===== src/rtl/dac_update_ctrl.sv =====
module dac_update_ctrl #(
  parameter int NCH      = 40,
  parameter int DW       = 12,
  parameter int RST_CYC  = 4096,
  parameter int CALC_CYC = 4,
  localparam int CW = $clog2(NCH),
  localparam int RW = $clog2(RST_CYC + 1),
  localparam int KW = $clog2(CALC_CYC + 1)
) (
  input  logic          clk,
  input  logic          rst_n,
  input  logic          wr_en,
  input  logic [CW-1:0] wr_ch,
  input  logic [1:0]    wr_sel,
  input  logic [DW-1:0] wr_data,
  input  logic          sreset_n,
  input  logic          clr_n,
  input  logic          ldac_n,
  output logic          busy_n,
  input  logic [CW-1:0] rd_ch,
  output logic [DW-1:0] rd_code
);
  localparam logic [DW-1:0] FULL  = {DW{1'b1}};
  localparam logic [DW:0]   MID   = (DW+1)'(1 << (DW-1));
  localparam logic [CW:0]   NCH_V = (CW+1)'(NCH);

  logic [DW-1:0] in_r [NCH];
  logic [DW-1:0] gain_r [NCH];
  logic [DW-1:0] off_r [NCH];
  logic [DW-1:0] corr_r [NCH];
  logic [DW-1:0] dac_r [NCH];
  logic [DW-1:0] clr_r;
  logic [NCH-1:0] dirty, pend;
  logic [RW-1:0] rcnt;
  logic [KW-1:0] kcnt;
  logic [CW-1:0] cch, nxt;
  logic sr_q, ld_q, ld_req, calc_on;

  wire rst_busy = rcnt != '0;
  wire sr_fall  = sr_q & ~sreset_n & ~rst_busy;
  wire busy     = rst_busy | calc_on | (|pend);
  wire wr_ok    = wr_en & ~rst_busy & ({1'b0, wr_ch} < NCH_V);
  wire do_clr   = ~clr_n & ~rst_busy;
  wire load     = ~busy & (~ldac_n | ld_req);

  assign busy_n  = ~busy;
  assign rd_code = ({1'b0, rd_ch} < NCH_V) ? dac_r[rd_ch] : '0;

  always_comb begin
    nxt = '0;
    for (int i = NCH - 1; i >= 0; i--)
      if (pend[i]) nxt = CW'(i);
  end

  logic [DW:0]     g1;
  logic [2*DW:0]   prod;
  logic [DW-1:0]   scaled;
  logic [DW:0]     sum;
  logic [DW-1:0]   res;
  always_comb begin
    g1     = {1'b0, gain_r[cch]} + (DW+1)'(1);
    prod   = {{(DW+1){1'b0}}, in_r[cch]} * {{DW{1'b0}}, g1};
    scaled = prod[2*DW-1:DW];
    sum    = {1'b0, scaled} + {1'b0, off_r[cch]};
    if (sum < MID)               res = '0;
    else if (sum - MID > {1'b0, FULL}) res = FULL;
    else                         res = DW'(sum - MID);
  end

  always_ff @(posedge clk or negedge rst_n) begin
    if (!rst_n) begin
      for (int i = 0; i < NCH; i++) begin
        in_r[i] <= '0; gain_r[i] <= FULL; off_r[i] <= MID[DW-1:0];
        corr_r[i] <= '0; dac_r[i] <= '0;
      end
      clr_r <= '0; dirty <= '0; pend <= '0;
      rcnt <= RW'(RST_CYC); kcnt <= '0; cch <= '0;
      sr_q <= 1'b1; ld_q <= 1'b1; ld_req <= 1'b0; calc_on <= 1'b0;
    end else begin
      sr_q <= sreset_n;
      ld_q <= ldac_n;
      if (sr_fall) begin
        for (int i = 0; i < NCH; i++) begin
          in_r[i] <= '0; gain_r[i] <= FULL; off_r[i] <= MID[DW-1:0];
          corr_r[i] <= '0; dac_r[i] <= '0;
        end
        clr_r <= '0; dirty <= '0; pend <= '0;
        rcnt <= RW'(RST_CYC); kcnt <= '0;
        ld_req <= 1'b0; calc_on <= 1'b0;
      end else begin
        if (rst_busy) rcnt <= rcnt - 1'b1;

        if (rst_busy)                       ld_req <= 1'b0;
        else if (busy && ld_q && !ldac_n)   ld_req <= 1'b1;
        else if (load)                      ld_req <= 1'b0;

        if (do_clr) begin
          for (int i = 0; i < NCH; i++) dac_r[i] <= clr_r;
          dirty <= '0;
        end else if (load) begin
          for (int i = 0; i < NCH; i++)
            if (dirty[i]) begin
              dac_r[i] <= corr_r[i];
              dirty[i] <= 1'b0;
            end
        end

        if (calc_on) begin
          if (kcnt == '0) begin
            corr_r[cch] <= res;
            dirty[cch]  <= 1'b1;
            calc_on     <= 1'b0;
          end else begin
            kcnt <= kcnt - 1'b1;
          end
        end else if (|pend && !rst_busy) begin
          calc_on   <= 1'b1;
          cch       <= nxt;
          kcnt      <= KW'(CALC_CYC - 1);
          pend[nxt] <= 1'b0;
        end

        if (wr_ok) begin
          case (wr_sel)
            2'd0: in_r[wr_ch]   <= wr_data;
            2'd1: gain_r[wr_ch] <= wr_data;
            2'd2: off_r[wr_ch]  <= wr_data;
            default: clr_r      <= wr_data;
          endcase
          if (wr_sel != 2'd3) pend[wr_ch] <= 1'b1;
        end
      end
    end
  end
endmodule



===== config.mk =====
export PLATFORM = sky130hd
export DESIGN_NAME = dac_update_ctrl
export DESIGN_NICKNAME = d
export VERILOG_FILES = /design/src/rtl/dac_update_ctrl.sv
export SDC_FILE = /design/constraint.sdc
export NUM_CORES = 2
export LEC_CHECK = 0
export ABC_AREA = 0
export BUFFER_PORTS_ARGS = -buffer_cell sky130_fd_sc_hd__buf_2
export CAP_MARGIN = 20
export CORE_MARGIN = 2
export CORE_UTILIZATION = 29
export DETAILED_ROUTE_END_ITERATION = 16
export PLACE_DENSITY = 0.47
export RECOVER_POWER = 25
export SLEW_MARGIN = 20
export SYNTH_ARGS = -nofsm -noshare
export SYNTH_HDL_FRONTEND = slang
export SYNTH_SLANG_ARGS = --single-unit

===== constraint.sdc =====
create_clock -name clk -period 14.35 [get_ports clk]
set_input_delay 1.435 -clock clk [delete_from_list [all_inputs] [get_ports clk]]
set_output_delay 1.435 -clock clk [all_outputs]
set_load 0.02 [all_outputs]

======== Yosys cells after proc, flatten, opt, wreduce, memory -nomap -nowiden ========
Index checks and enable logic that the tools add are counted.
operators by class
  $add $sub $neg .......................... 5
  multiply operators ...................... 1
  magnitude comparators ................... 15
  equality and inequality tests ........... 5
  muxes and demuxes ....................... 153
  bitwise logic cells ..................... 23
  reductions and logical operators ........ 112
operators by type and width
  operator                                                            count
  two-way mux 480 bit                                                 15
  bitwise mux 480 bit                                                 4
  two-way mux 12 bit                                                  56
  two-way mux 40 bit                                                  12
  binary-select mux 12 bit (select 6 bit)                             4
  two-way mux 6 bit                                                   40
  demux 12 bit (select 6 bit)                                         2
  nonzero test 3 bit                                                  42
  AND reduction 2 bit                                                 46
  bitwise OR 40 bit                                                   2
  bitwise AND 40 bit                                                  1
  NOT 40 bit                                                          1
  OR reduction 40 bit                                                 1
  two-way mux 13 bit                                                  2
  multiplier 12 x 13 -> 24 bit                                        1
  greater-or-equal comparator 7 bit (second input constant)           3
  less-than comparator 6 x 7 -> 1 bit (second input constant)         3
  NOT 6 -> 7 bit                                                      3
  demux 1 bit (select 6 bit)                                          3
  greater-or-equal comparator 6 x 1 -> 1 bit (second input constant)  3
  less-than comparator 7 x 1 -> 1 bit (second input constant)         2
  nonzero test 2 bit                                                  7
  adder 12 x 1 -> 13 bit (second input constant)                      1
  adder 12 x 12 -> 13 bit                                             1
  other kinds (24)                                                    59
word-level totals
  flip-flop bits (word level) ............. 2,518
  input bits .............................. 32
  output and inout port bits .............. 13
  word-level logic and storage cells ...... 524

======== Logic depth before layout (Yosys ltp) ========
  depth after elaboration ................. 53
  mapped depth ............................ 53
  gate-level depth less buffers ........... 46

======== Worst setup path before layout ========
Ideal clock, no wire load.
  path kind ............................... reg-to-reg
  start ................................... register cch[1]
  end ..................................... register corr_r[190] in the netlist's numbering
  library setup time ...................... 77 ps
  data arrival time ....................... 10,013 ps
  data required time ...................... 14,273 ps
  setup slack ............................. 4,260 ps
  cell stages (with the launch flop) ...... 44
  path buffers ............................ 6
  period minus slack after synthesis ...... 10,090 ps
  cell sequence ........................... dfrtp_1 -> buf_6 -> buf_6 -> mux2_2 -> a221oi_1 -> o22ai_1 -> nand2_1 -> and3_1 -> buf_2 -> clkinv_1 -> ha_1 -> and2_1 -> clkbuf_1 -> nor2b_1 -> xnor2_1 -> nand2b_1 -> fa_1 -> fa_1 -> (+8 left out) -> xor2_1 -> ha_1 -> fa_1 -> a21o_1 -> a21oi_1 -> o21bai_1 -> a21oi_1 -> o21ai_0 -> a21oi_1 -> o21ai_0 -> and2_1 -> ha_1 -> clkbuf_1 -> inv_1 -> a31oi_1 -> clkbuf_1 -> nand3_1 -> a21oi_1
between the ends
  cells in the longest elaborated chain, start to end .. 15
  elaborated cells on any way between the ends .. 27
  those cells by class .................... add/sub: 3; mul: 1; order compare: 4; mux: 17; bitwise: 1; reduce/logical: 1
RTL lines
  element                                                 RTL line  source
  start, declared                                         36        logic [CW-1:0] cch, nxt;
  start signal, assigned                                  118       cch <= nxt;
  NOT 6 -> 7 bit (not written as such) *                  --
  binary-select mux 12 bit (select 6 bit)                 61        g1 = {1'b0, gain_r[cch]} + (DW+1)'(1);
  two-way mux 12 bit (not written as such) (2 in series)  61
  adder 12 x 1 -> 13 bit                                  61
  multiplier 12 x 13 -> 24 bit                            62        prod = {{(DW+1){1'b0}}, in_r[cch]} * {{DW{1'b0}}, g1};
  adder 12 x 12 -> 13 bit                                 64        sum = {1'b0, scaled} + {1'b0, off_r[cch]};
  subtractor 13 x 12 -> 13 bit                            67        else res = DW'(sum - MID);
  > comparator 13 x 12 -> 1 bit                           66        else if (sum - MID > {1'b0, FULL}) res = FULL;
  two-way mux 12 bit                                      66
  two-way mux 12 bit                                      65        if (sum < MID) res = '0;
  bitwise mux 480 bit *                                   110       corr_r[cch] <= res;
  two-way mux 480 bit *                                   109       if (kcnt == '0) begin
  two-way mux 480 bit *                                   108       if (calc_on) begin
  two-way mux 480 bit *                                   82        if (sr_fall) begin
  end signal, assigned by index                           110
  end, declared                                           30        logic [DW-1:0] corr_r [NCH];
Every way passes the cells marked *; elsewhere a longest branch is shown, timed or not. The select of a mux whose other input is x is not followed.
A chain may end at the register's enable or synchronous reset.

======== Final worst setup path ========
  start ................................... register cch[1]
  end ..................................... register corr_r[403] in the netlist's numbering
Same word-level chain as after synthesis.

==> results.txt <==
Commonest non-fill, non-tap cell in the layout: nand2_1
Largest family of logic cells by synthesized area: compound AO/OA/AOI/OAI gates
Synth-to-layout area growth: 14.0%
Worst Hold End: gain_r[322]
Hold WC Path Type: register to register
Setup bufs post-CTS: 0
Core Util, Final: 33.1%
Slowest-stage cell, CP: o21bai_4
Synth Cell Area: 0.118 mm²
# IOs: 45
Commonest non-fill, non-tap cells in the layout: nand2_1, dfrtp_1, o21ai_0
F_max: 0.0764 GHz
Share of cells above drive strength 1: 15.0%
Dominant cell type by area after synthesis: dfrtp_1
Residual DRC: 0
GPL Wtd Cong: 0.889
Setup crit end kind: register
Clk buf depth: 4
Initial DRC count: 9379
HPWL Detailed: 288000 µm
R2r startpoint: cch[1]
Compound-Gate Fraction of Synth Area: 19.2%
Hold path start: gain_r[322]
Layout Nets: 12500
Clk sinks: 2518
R2r setup slk: 1.26 ns
Total GRT Usage: 22.5%
Placed insts: 17400
CP max stage delay: 1.01 ns
Via Count: 96300
Die Area: 0.412 mm²
Pwr dens: 116 mW/mm²
Core area: 0.406 mm²
Tcrit/Tclk final: 91.2%
Post-CTS sizing: 0
Worst-Skew Late Latency: 0.97 ns
Final instance area: 0.134 mm²
FFs w/ async S/R, synth: 100%
Synth Area per Inst: 9.29 µm²
Syn nets: 12900
# port buffers: 44
Final Skew: 0.0866 ns
Relative slew slack: -336%
Placed inst area: 0.124 mm²
Gate Count Post-Synth: 12700
P_leak: 53.6 nW
Tmin final: 13.09 ns
EDFF count, synth: 0
Fin Setup TNS: 0 ns
Layout fillers: 41800
Die height: 642 µm
Hold Violations, Final: 0
Pre-Repair DR Iteration Count: 6
Final non-filler cell total: 18000
Pin count of the biggest net entering global routing: 188
Avg Vias per Cell: 5.35
RSZ-0062 raised after global routing: no
CTS H-Tree Depth: 5
First-pass GRT wire length: 692000 µm
Routed wire per std cell: 26.2 µm
Initial antenna violation count: 27
Worst-path clk slew: 0.06 ns
Tightest Pin Transition: 6.55 ns
GRT overflow: 0
FP Rows: 234
Critical path arrival: 13.84 ns
Synthesized-area fraction occupied by and/or/nand/nor cells: 13.9%
Post-synthesis cell type count: 97
Post-CTS Hold Buffers: 0
Top cell type's share of synthesized area: 42.3%
Top_reg_cell synth: dfrtp_1
Post-synthesis xor/xnor area fraction: 0.318%
Req. time, crit path: 15.09 ns
Post-synthesis sequential area ratio: 54.0%
Setup violators final: 0
Final Max Slew Viols: 948
Status: finished, violations left
Failing checks: max-capacitance violations, max-slew violations
CTS Buf Count: 297
Pwr Total: 15.5 mW
Crit start category: register
Multiplexer share of the synthesized area: 5.29%
Reg2reg path depth: 39
Max FO, Critical Path: 36
Min-Delay Path Depth: 2
CTS root buffer: clkbuf_16
Post-synthesis sequential element count: 2518
Die W: 642 µm
TritonCTS clock tree: built
Synth area leaders: dfrtp_1, dfstp_2, o21ai_0
Worst r2r dst: corr_r[403]
Max-cap violations: 13
Starting Density: 29.1%
WS Path Type: register to register
DRT antenna net count: 0
Adder-Cell Fraction of Synth Area: 2.64%
Synth warn: 0
Routed WL: 471000 µm
Vias in the first global route: 94400
Worst IR Drop VDD: 0.0775 mV
## Yosys cell counts (20+ instances only)
cell	n
buf_2	234
buf_1	59
dfrtp_1	1995
xnor2_1	23
nand2_1	2042
inv_1	166
a221oi_1	65
or3_1	48
fa_1	109
clkbuf_1	821
nor3_1	38
o21ai_1	48
nand2b_1	60
a22o_1	24
mux4_2	190
nand3_1	81
o211ai_1	29
a211oi_1	20
mux2i_1	129
o22ai_1	341
o22a_1	23
dfstp_2	523
a22oi_1	123
o21ai_0	1793
o221ai_1	36
mux2_2	54
nor4_1	62
nor2_1	1617
ha_1	74
a21oi_1	1562
## power breakdown
part           internal, mW  switching (mW)  leakage [nW]
registers              7.18          0.0498          29.5
logic                 0.140           0.388          19.3
clock network          4.52            3.26          4.85
## stage by stage
stage,hold slack (ns),setup WS [ns]
global route,0.477,0.408
floorplan,0.433,4.26
detailed placement,0.457,1.30
global placement,0.453,1.46
finish,0.465,1.26
CTS,0.466,1.27
## flip-flops by register name (all words and copies together) (netlist names), 3 cells and up
name / count
pend: 40
dac_r: 480
kcnt: 3
clr_r: 12
corr_r: 480
in_r: 480
cch: 6
gain_r: 480
rcnt: 13
dirty: 40
off_r: 480
## routing by layer
metal | vias to the layer above | track usage [%] | wire length (µm)
li1 | 43000 | - | -
met1 | 49300 | 31.7 | 209000
met2 | 3265 | 35.6 | 216000
met3 | 764 | 2.97 | 28300
met4 | 12 | 7.82 | 17800
met5 | - | 0 | 83
## how the worst max path moves through the flow
stage	startpoint	endpoint	slack [ns]	cells after the start
5_1_grt	cch[0]	corr_r[403]	0.41	42
3_5_place_dp	cch[1]	corr_r[403]	1.30	38
6_report	cch[1]	corr_r[403]	1.26	39
3_3_place_gp	cch[0]	corr_r[415]	1.46	40
2_1_floorplan	cch[1]	corr_r[190]	4.26	43
4_1_cts	cch[0]	corr_r[403]	1.27	40
## cell families (layout without fill, tap and decap cells)
kind of cell / after synthesis / in the layout
and+or+nand+nor: 4081 / 4081
DFF: 2518 / 2518
adders and majority gates: 183 / 183
buffers and inverters: 1320 / 1174
AOI/OAI and AO/OA: 4165 / 4165
other: 0 / 21
xor gates and xnor gates: 42 / 42
muxes: 376 / 376
## final cells by class
type / instances / area (µm²) / share of cell area, %
timing repair buffer: 472 / 3710 / 2.76
multi-input combinational: 8847 / 49700 / 37.0
antenna: 21 / 52.6 / 0.0391
sequential: 2518 / 63700 / 47.4
inverter: 169 / 634 / 0.472
clock buffer: 453 / 8840 / 6.57
clock inverter: 80 / 1050 / 0.778
tap: 5428 / 6790 / 5.05
## worst max-delay path: cells and delay by family (launching register included)
kind,cells,cell delay [ns]
fa+ha+maj,10,4.31
compound gates,14,3.61
simple gates,8,1.67
buf+inv,4,1.09
flops,1,0.81
xor+xnor,2,0.79
mux,1,0.53
Note: power is estimated with default switching activity, not from simulation.
